[src/rtl/sat_pkg.sv]
package sat_pkg;

    typedef enum logic [1:0] {
        SAT_NONE  = 2'b00,
        SAT_F5970 = 2'b01,
        SAT_F6000 = 2'b10,
        SAT_F6030 = 2'b11
    } sat_code_e;

    typedef enum logic [1:0] {
        DET_IDLE    = 2'b00,
        DET_MEASURE = 2'b01,
        DET_JUDGE   = 2'b10
    } det_state_e;

    localparam int CTRL_W = 3;

    // Phase step for a tone of freq_hz with a 2^acc_w accumulator, rounded.
    function automatic longint tone_step(longint freq_hz, longint clk_hz, int acc_w);
        return ((freq_hz << acc_w) + clk_hz / 2) / clk_hz;
    endfunction

endpackage

[src/rtl/sat_tone_gen.sv]
module sat_tone_gen
    import sat_pkg::*;
#(
    parameter int     ACC_W  = 24,
    parameter longint CLK_HZ = 8064000,
    parameter longint F_LO   = 5970,
    parameter longint F_MID  = 6000,
    parameter longint F_HI   = 6030
) (
    input  logic       clk,
    input  logic       rst_n,
    input  logic [1:0] sel,
    output logic       tone_out
);

    localparam int NTONE = 3;
    localparam longint FREQS [NTONE] = '{F_LO, F_MID, F_HI};

    logic [ACC_W-1:0] step_tab [NTONE];
    logic [ACC_W-1:0] step;
    logic [ACC_W-1:0] acc;

    genvar gi;
    generate
        for (gi = 0; gi < NTONE; gi++) begin : g_step
            assign step_tab[gi] = ACC_W'(tone_step(FREQS[gi], CLK_HZ, ACC_W));
        end
    endgenerate

    always_comb begin
        unique case (sel)
            2'b01:   step = step_tab[0];
            2'b10:   step = step_tab[1];
            2'b11:   step = step_tab[2];
            default: step = '0;
        endcase
    end

    always_ff @(posedge clk or negedge rst_n) begin
        if (!rst_n) begin
            acc <= '0;
        end else if (sel == 2'b00) begin
            acc <= '0;
        end else begin
            acc <= acc + step;
        end
    end

    assign tone_out = acc[ACC_W-1];

    // a deselected generator returns to phase zero
    assert_acc_cleared_R2: assert property (@(posedge clk) disable iff (!rst_n)
        (sel == 2'b00) |=> (acc == '0));

    // while a tone is selected and held, the phase advances every cycle
    assert_phase_moves_R3: assert property (@(posedge clk) disable iff (!rst_n)
        (sel != 2'b00 && $past(sel) == sel) |-> (acc != $past(acc)));

endmodule

[src/rtl/sat_tone_det.sv]
module sat_tone_det
    import sat_pkg::*;
#(
    parameter longint CLK_HZ   = 8064000,
    parameter longint F_LO     = 5970,
    parameter longint F_MID    = 6000,
    parameter longint F_HI     = 6030,
    parameter int     AVG_LOG2 = 4
) (
    input  logic      clk,
    input  logic      rst_n,
    input  logic      edge_pulse,
    output sat_code_e code,
    output logic      changed
);

    localparam longint EDGES    = longint'(1) << AVG_LOG2;
    localparam longint SUM_LO   = EDGES * CLK_HZ / F_LO;
    localparam longint SUM_MID  = EDGES * CLK_HZ / F_MID;
    localparam longint SUM_HI   = EDGES * CLK_HZ / F_HI;
    localparam longint B_MIN    = SUM_HI - (SUM_MID - SUM_HI) / 2;
    localparam longint B_A      = (SUM_HI + SUM_MID) / 2;
    localparam longint B_B      = (SUM_MID + SUM_LO) / 2;
    localparam longint B_MAX    = SUM_LO + (SUM_LO - SUM_MID) / 2;
    localparam longint TIMEOUT  = 2 * ((CLK_HZ + F_LO - 1) / F_LO);
    localparam int     SUM_W    = $clog2(EDGES * TIMEOUT + 2);
    localparam int     CNT_W    = $clog2(TIMEOUT + 1);

    localparam logic [SUM_W-1:0] LIM_MIN = SUM_W'(B_MIN);
    localparam logic [SUM_W-1:0] LIM_A   = SUM_W'(B_A);
    localparam logic [SUM_W-1:0] LIM_B   = SUM_W'(B_B);
    localparam logic [SUM_W-1:0] LIM_MAX = SUM_W'(B_MAX);
    localparam logic [CNT_W-1:0] TMO_V   = CNT_W'(TIMEOUT);

    det_state_e          state, state_nx;
    logic [SUM_W-1:0]    sum;
    logic [SUM_W-1:0]    total;
    logic [CNT_W-1:0]    idle_cnt;
    logic [AVG_LOG2-1:0] edge_cnt;
    logic                last_edge;
    logic                timeout;
    sat_code_e           verdict;
    sat_code_e           code_nx;

    assign last_edge = edge_pulse && (edge_cnt == '1);
    assign timeout   = (idle_cnt == TMO_V) && !edge_pulse;

    // Window classification of the latched period sum
    always_comb begin
        if (total < LIM_MIN || total > LIM_MAX) begin
            verdict = SAT_NONE;
        end else if (total < LIM_A) begin
            verdict = SAT_F6030;
        end else if (total < LIM_B) begin
            verdict = SAT_F6000;
        end else begin
            verdict = SAT_F5970;
        end
    end

    // Next-state logic
    always_comb begin
        state_nx = state;
        unique case (state)
            DET_IDLE: begin
                if (edge_pulse) state_nx = DET_MEASURE;
            end
            DET_MEASURE: begin
                if (timeout)        state_nx = DET_IDLE;
                else if (last_edge) state_nx = DET_JUDGE;
            end
            DET_JUDGE: begin
                if (timeout) state_nx = DET_IDLE;
                else         state_nx = DET_MEASURE;
            end
            default: state_nx = DET_IDLE;
        endcase
    end

    // State register
    always_ff @(posedge clk or negedge rst_n) begin
        if (!rst_n) state <= DET_IDLE;
        else        state <= state_nx;
    end

    always_comb begin
        code_nx = code;
        if (state != DET_IDLE && timeout) begin
            code_nx = SAT_NONE;
        end else if (state == DET_JUDGE) begin
            code_nx = verdict;
        end
    end

    // Datapath and outputs
    always_ff @(posedge clk or negedge rst_n) begin
        if (!rst_n) begin
            sum      <= '0;
            total    <= '0;
            idle_cnt <= '0;
            edge_cnt <= '0;
            code     <= SAT_NONE;
            changed  <= 1'b0;
        end else begin
            code    <= code_nx;
            changed <= (code_nx != code);
            unique case (state)
                DET_IDLE: begin
                    sum      <= '0;
                    idle_cnt <= '0;
                    edge_cnt <= '0;
                end
                DET_MEASURE, DET_JUDGE: begin
                    if (timeout) begin
                        sum      <= '0;
                        idle_cnt <= '0;
                        edge_cnt <= '0;
                    end else begin
                        if (last_edge) begin
                            total <= sum + 1'b1;
                            sum   <= '0;
                        end else begin
                            sum <= sum + 1'b1;
                        end
                        if (edge_pulse) begin
                            idle_cnt <= '0;
                            edge_cnt <= edge_cnt + 1'b1;
                        end else begin
                            idle_cnt <= idle_cnt + 1'b1;
                        end
                    end
                end
                default: begin
                    sum      <= '0;
                    idle_cnt <= '0;
                    edge_cnt <= '0;
                end
            endcase
        end
    end

    // a verdict is only taken straight after a measuring cycle
    assert_judge_entry_R5: assert property (@(posedge clk) disable iff (!rst_n)
        (state == DET_JUDGE) |-> ($past(state) == DET_MEASURE));

    // a sum outside every window yields no tone
    assert_out_of_window_R6: assert property (@(posedge clk) disable iff (!rst_n)
        (state == DET_JUDGE && (total < LIM_MIN || total > LIM_MAX)) |=> (code == SAT_NONE));

    // silence for the timeout span drops the code and re-arms
    assert_timeout_R7: assert property (@(posedge clk) disable iff (!rst_n)
        (state != DET_IDLE && idle_cnt == TMO_V && !edge_pulse)
            |=> (state == DET_IDLE && code == SAT_NONE));

    // the change pulse only follows a real code change
    assert_change_pulse_R8: assert property (@(posedge clk) disable iff (!rst_n)
        changed |-> (code != $past(code)));

    // the code moves only on a verdict or a timeout
    assert_code_source_R10: assert property (@(posedge clk) disable iff (!rst_n)
        (code != $past(code)) |-> ($past(state) == DET_JUDGE || $past(idle_cnt) == TMO_V));

endmodule

[src/rtl/sat_ctrl_regs.sv]
module sat_ctrl_regs
    import sat_pkg::*;
(
    input  logic       clk,
    input  logic       rst_n,
    input  logic       wr,
    input  logic       addr,
    input  logic [7:0] wdata,
    output logic [7:0] rdata,
    input  sat_code_e  code,
    input  logic       changed,
    output logic [1:0] sel,
    output logic       loop_en,
    output logic       irq
);

    logic [CTRL_W-1:0] ctrl_q;
    logic              valid;
    logic              clr_req;

    assign valid   = (code != SAT_NONE);
    assign clr_req = wr && addr && wdata[3];
    assign sel     = ctrl_q[1:0];
    assign loop_en = ctrl_q[2];

    always_ff @(posedge clk or negedge rst_n) begin
        if (!rst_n) begin
            ctrl_q <= '0;
        end else if (wr && !addr) begin
            ctrl_q <= wdata[CTRL_W-1:0];
        end
    end

    always_ff @(posedge clk or negedge rst_n) begin
        if (!rst_n) begin
            irq <= 1'b0;
        end else if (changed) begin
            irq <= 1'b1;
        end else if (clr_req) begin
            irq <= 1'b0;
        end
    end

    always_comb begin
        if (addr) rdata = {4'b0000, irq, valid, code};
        else      rdata = {{(8-CTRL_W){1'b0}}, ctrl_q};
    end

    // a code change leaves the interrupt pending
    assert_irq_on_change_R8: assert property (@(posedge clk) disable iff (!rst_n)
        changed |=> irq);

    // a clear with no competing change drops the interrupt
    assert_w1c_R9: assert property (@(posedge clk) disable iff (!rst_n)
        (clr_req && !changed) |=> !irq);

endmodule

[src/rtl/sat_tone_unit.sv]
module sat_tone_unit
    import sat_pkg::*;
#(
    parameter longint CLK_HZ   = 8064000,
    parameter longint F_LO     = 5970,
    parameter longint F_MID    = 6000,
    parameter longint F_HI     = 6030,
    parameter int     ACC_W    = 24,
    parameter int     AVG_LOG2 = 4
) (
    input  logic       clk,
    input  logic       rst_n,
    input  logic       rx_sat_in,
    output logic       tx_sat_out,
    input  logic       reg_wr,
    input  logic       reg_addr,
    input  logic [7:0] reg_wdata,
    output logic [7:0] reg_rdata,
    output logic [1:0] sat_code,
    output logic       sat_valid,
    output logic       sat_irq
);

    logic      rx_s1, rx_s2, rx_s3;
    logic      rx_rise;
    logic [1:0] sel;
    logic      loop_en;
    logic      gen_tone;
    sat_code_e code;
    logic      changed;

    always_ff @(posedge clk or negedge rst_n) begin
        if (!rst_n) begin
            rx_s1 <= 1'b0;
            rx_s2 <= 1'b0;
            rx_s3 <= 1'b0;
        end else begin
            rx_s1 <= rx_sat_in;
            rx_s2 <= rx_s1;
            rx_s3 <= rx_s2;
        end
    end

    assign rx_rise = rx_s2 && !rx_s3;

    sat_ctrl_regs u_regs (
        .clk     (clk),
        .rst_n   (rst_n),
        .wr      (reg_wr),
        .addr    (reg_addr),
        .wdata   (reg_wdata),
        .rdata   (reg_rdata),
        .code    (code),
        .changed (changed),
        .sel     (sel),
        .loop_en (loop_en),
        .irq     (sat_irq)
    );

    sat_tone_gen #(
        .ACC_W  (ACC_W),
        .CLK_HZ (CLK_HZ),
        .F_LO   (F_LO),
        .F_MID  (F_MID),
        .F_HI   (F_HI)
    ) u_gen (
        .clk      (clk),
        .rst_n    (rst_n),
        .sel      (sel),
        .tone_out (gen_tone)
    );

    sat_tone_det #(
        .CLK_HZ   (CLK_HZ),
        .F_LO     (F_LO),
        .F_MID    (F_MID),
        .F_HI     (F_HI),
        .AVG_LOG2 (AVG_LOG2)
    ) u_det (
        .clk        (clk),
        .rst_n      (rst_n),
        .edge_pulse (rx_rise),
        .code       (code),
        .changed    (changed)
    );

    // Transmit mux: loopback of the synchronised receive tone or the generator
    always_comb begin
        if (loop_en)           tx_sat_out = rx_s2;
        else if (sel == 2'b00) tx_sat_out = 1'b0;
        else                   tx_sat_out = gen_tone;
    end

    assign sat_code  = code;
    assign sat_valid = (code != SAT_NONE);

    // deselected and not looping means a silent transmit pin
    assert_tx_off_R2: assert property (@(posedge clk) disable iff (!rst_n)
        (!loop_en && sel == 2'b00) |-> !tx_sat_out);

    // loopback follows the receive path one stage behind the first flop
    assert_loop_follow_R4: assert property (@(posedge clk) disable iff (!rst_n)
        loop_en |-> (tx_sat_out == $past(rx_s1)));

endmodule

[config.mk]
export PLATFORM = sky130hd
export DESIGN_NAME = sat_tone_unit
export DESIGN_NICKNAME = d
export VERILOG_FILES = /design/src/rtl/sat_pkg.sv /design/src/rtl/sat_tone_gen.sv /design/src/rtl/sat_tone_det.sv /design/src/rtl/sat_ctrl_regs.sv /design/src/rtl/sat_tone_unit.sv
export SDC_FILE = /design/constraint.sdc
export NUM_CORES = 1
export LEC_CHECK = 0
export BUFFER_PORTS_ARGS = -buffer_cell sky130_fd_sc_hd__buf_2
export CORE_ASPECT_RATIO = 0.8
export CORE_MARGIN = 2
export CORE_UTILIZATION = 40
export DETAILED_ROUTE_END_ITERATION = 6
export GPL_TIMING_DRIVEN = 0
export HOLD_SLACK_MARGIN = 0.08
export SYNTH_ARGS = -nofsm -noshare
export SYNTH_HDL_FRONTEND = slang
export SYNTH_SLANG_ARGS = --single-unit
[constraint.sdc]
create_clock -name clk -period 3.3 [get_ports clk]
set_input_delay 0.165 -clock clk [delete_from_list [all_inputs] [get_ports clk]]
set_output_delay 0.165 -clock clk [all_outputs]
set_load 0.02 [all_outputs]
==> qor.yml <==
run_status:
  status: "finished clean"
timing:
  setup_viol: 0
  hold_viol: 0
  rsz0062_at_grt: "no"
  fin_crit_sh_pct: 87.1
  skew_ns: 0.00731
  report.final.slew_viol_count: 0
  setup_ws_ns: 0.424
  fin_crit_ns: 2.88
  fmax_ghz: 0.348
global_routing:
  grt_pass1_vias: 3301
  antenna_found_initial: 0
  grt.overflow.total: 0
  grt_pass1_wl_um: 15400
  track_usage_pct: 16.3
  grt_max_degree: 58
clock_tree:
  cts_root_buffer: "clkbuf_16"
  clk_path_buf_depth: 2
  cts.sinks: 84
  cts_tree: "yes"
  cts_setup_buffers: 0
  clkTransAtPathRegs_ns: 0.06
  cts_max_level: 3
  cts_buffers: 9
  clk_latency_ns: 0.33
power:
  p_sw_w: 0.000894
  p_per_area_nw_per_um2: 569
  swShare_pct: 31.6
  pwr-share-clk_pct: 30.7
  peakVddDrop_uv: 371
  p_leak_nw: 2.23
  pwr-share-comb_pct: 25.7
  p_int_w: 0.00194
  power_frac_seq_pct: 43.6
setup_path:
  cp_cell_sequence: "inv_1 > ha_1 > inv_1 > ha_1 > fa_1 > a21oi_1 > o22ai_2 > a211oi_4 > o21ai_0 > a21oi_1"
  crit_path_start_kind: "flip-flop"
  crit_path_top_delay_cell: "fa_1"
  endpoint_kind: "flip-flop"
  worstSetupPathType: "flip-flop to flip-flop"
  crit_arrival_ns: 3.13
  crit_family: "adder cells"
  max_stage_delay_ns: 0.47
  crit_buf_inv: 2
  worst_ep_required_time_ns: 3.55
  path_max_fanout: 8
yosys:
  netlist_area_um2: 4350
  synthesis.instances: 450
  ys.flop_type: "dfrtp_1"
  synth_edf_count: 0
  synth_warnings: 0
  ys_seq_area_share_pct: 48.3
  synth-seq-cells: 84
  ys_async_sr_fraction_pct: 100
  ys_types: 57
  syn_avg_cell_area_um2: 9.67
detailed_routing:
  drt-total-wl_um: 8490
  wl_met1_um: 4170
  wl_met3_um: 268
  num_vias: 3183
  vias_per_cell: 5.04
  routed.top_layer: "met4"
  drt_iter0_drc: 195
  drc_errors: 0
  dr_wl_met2_um: 3850
  dr.pass1.iters: 4
  wl_per_cell_um: 13.4
  antenna_left: 0
finish:
  final_area_um2: 4970
  final_nets: 521
  final_common_cell: "dfrtp_1"
  layout.cells.non_filler: 632
  final_cell_mix: "84 x dfrtp_1, 58 x nor2_1, 50 x nand2_1"
  syn_to_final_growth_pct: 14.2
  drive_gt1_share_pct: 11.7
  diodes: 0
placement:
  gp_congestion: 0.778
  dp.cells: 615
  hpwl_um: 6110
  pre_cts_ws_ns: -0.0109
  port_buffers: 17
  postPlaceCellArea_um2: 4660
floorplan:
  num_rows: 34
  ios: 26
  initial_core_util_pct: 40.6
  die_area_um2: 11700
  die_x_um: 121
  coreArea_um2: 10700
  dieHeight_um: 97.3
flow_run:
  maxCapViolCount: 0
min_path:
  hp-class: "input pin to flip-flop"
## synthesized netlist by cell type, drive strengths merged (2+ instances only)
cell,number,area share (%)
o211ai,2,0.34
buf,12,2.3
mux2,4,1.0
a21oi,22,2.5
nand4,8,1.1
clkbuf,4,0.34
nand3,12,1.5
inv,14,1.2
nor2b,4,0.57
o21ai,40,4.7
o22ai,2,0.43
a21o,7,1.2
and3,9,1.3
xnor2,17,3.4
nand2,52,4.8
a31oi,2,0.29
or3,11,1.6
a211oi,3,0.52
and2,4,0.57
nor3,4,0.46
xor2,20,4.0
nor2,58,5.0
o2bb2ai,2,0.40
nand2b,2,0.29
ha,21,6.0
and4,2,0.40
nand3b,3,0.52
or2,4,0.58
dfrtp,84,48
nor4,3,0.43
## power by group through the flow
stage / Combinational (W) / Sequential, W / Clock, W
6_report: 0.000727 / 0.00124 / 0.000868
5_1_grt: 0.000834 / 0.00126 / 0.000936
4_1_cts: 0.000724 / 0.00124 / 0.000893
3_5_place_dp: 0.000710 / 0.00125 / 0
3_3_place_gp: 0.000691 / 0.00125 / 0
2_1_floorplan: 0.000545 / 0.00123 / 0
## cells by family (layout without fill, tap and decap cells)
family | Yosys count | in the layout | share of synthesized area [%]
buffers and inverters | 30 | 65 | 3.82
adder cells (fa/ha/maj) | 22 | 22 | 6.50
flip-flops | 84 | 84 | 48.3
AO/OA/AOI/OAI | 89 | 89 | 12.2
AND/OR/NAND/NOR | 182 | 182 | 20.4
other | 1 | 4 | 0.0861
XOR/XNOR | 37 | 37 | 7.44
multiplexers | 5 | 5 | 1.26
## worst reg2reg max path: stages, from the launching register on
cell and delay (ns):
dfrtp_1 0.40, inv_1 0.12, ha_1 0.36, inv_1 0.18, ha_1 0.25, fa_1 0.47
a21oi_1 0.19, o22ai_2 0.17, a211oi_4 0.36, o21ai_0 0.15, a21oi_1 0.14
## sequential cells by signal (all words and copies together) (netlist names), 2 cells and up
| signal | cells |
|---|---|
| u_gen.acc | 24 |
| u_det.sum | 16 |
| u_det.total | 16 |
| u_det.idle_cnt | 12 |
| u_det.edge_cnt | 4 |
| u_regs.ctrl_q | 3 |
| u_det.code | 2 |
| u_det.state | 2 |
## routing by layer
layer  vias up  global-route usage [%]
li1       1606                       -
met1      1523                    21.8
met2        40                    25.4
met3        14                    4.40
met4         0                    6.17
met5         -                       0
## repair_timing
item	in CTS	in global routing
hold buffers	5	0
gates cloned	0	0
setup endpoints to repair	1	9
hold endpoints to repair	31	0
gates resized for setup	1	2
## through the flow
| stage | setup TNS, ns | hold WS, ns | power (W) | util, % |
|---|---|---|---|---|
| detailed placement | -0.0109 | 0.125 | 0.00196 | 43.5 |
| CTS | 0 | 0.131 | 0.00285 | 46.3 |
| finish | 0 | 0.136 | 0.00283 | 46.4 |
| global placement | 0 | 0.277 | 0.00194 | 43.2 |
| floorplan | 0 | -0.131 | 0.00178 | - |
| global route | 0 | 0.141 | 0.00303 | 46.4 |
## layout make-up
| type | count | area (um2) |
|---|---|---|
| Fill cell | 1025 | 5750 |
| Multi-Input combinational cell | 339 | 2110 |
| Sequential cell | 84 | 2100 |
| Clock buffer | 10 | 229 |
| Tap cell | 144 | 180 |
| Timing Repair Buffer | 23 | 165 |
| Buffer | 15 | 110 |
| Inverter | 14 | 52.6 |
| Clock inverter | 3 | 17.5 |
## final timing paths
check / startpoint / end / cells past startpoint / slack, ns
worst min-delay path: reg_wdata[3] / u_regs.irq$_DFFE_PN0P_ / 3 / 0.14
worst max-delay path: u_regs.ctrl_q[0]$_DFFE_PN0P_ / u_gen.acc[22]$_DFF_PN0_ / 10 / 0.42
min in group asynchronous: rst_n / u_gen.acc[5]$_DFF_PN0_ / 2 / 0.29
worst min register to register: rx_s1$_DFF_PN0_ / rx_s2$_DFF_PN0_ / 0 / 0.36
max in group asynchronous: rst_n / u_det.total[0]$_DFFE_PN0P_ / 3 / 2.41
worst max register to register: u_regs.ctrl_q[0]$_DFFE_PN0P_ / u_gen.acc[22]$_DFF_PN0_ / 10 / 0.42
Power figures use the tool's default switching activity.
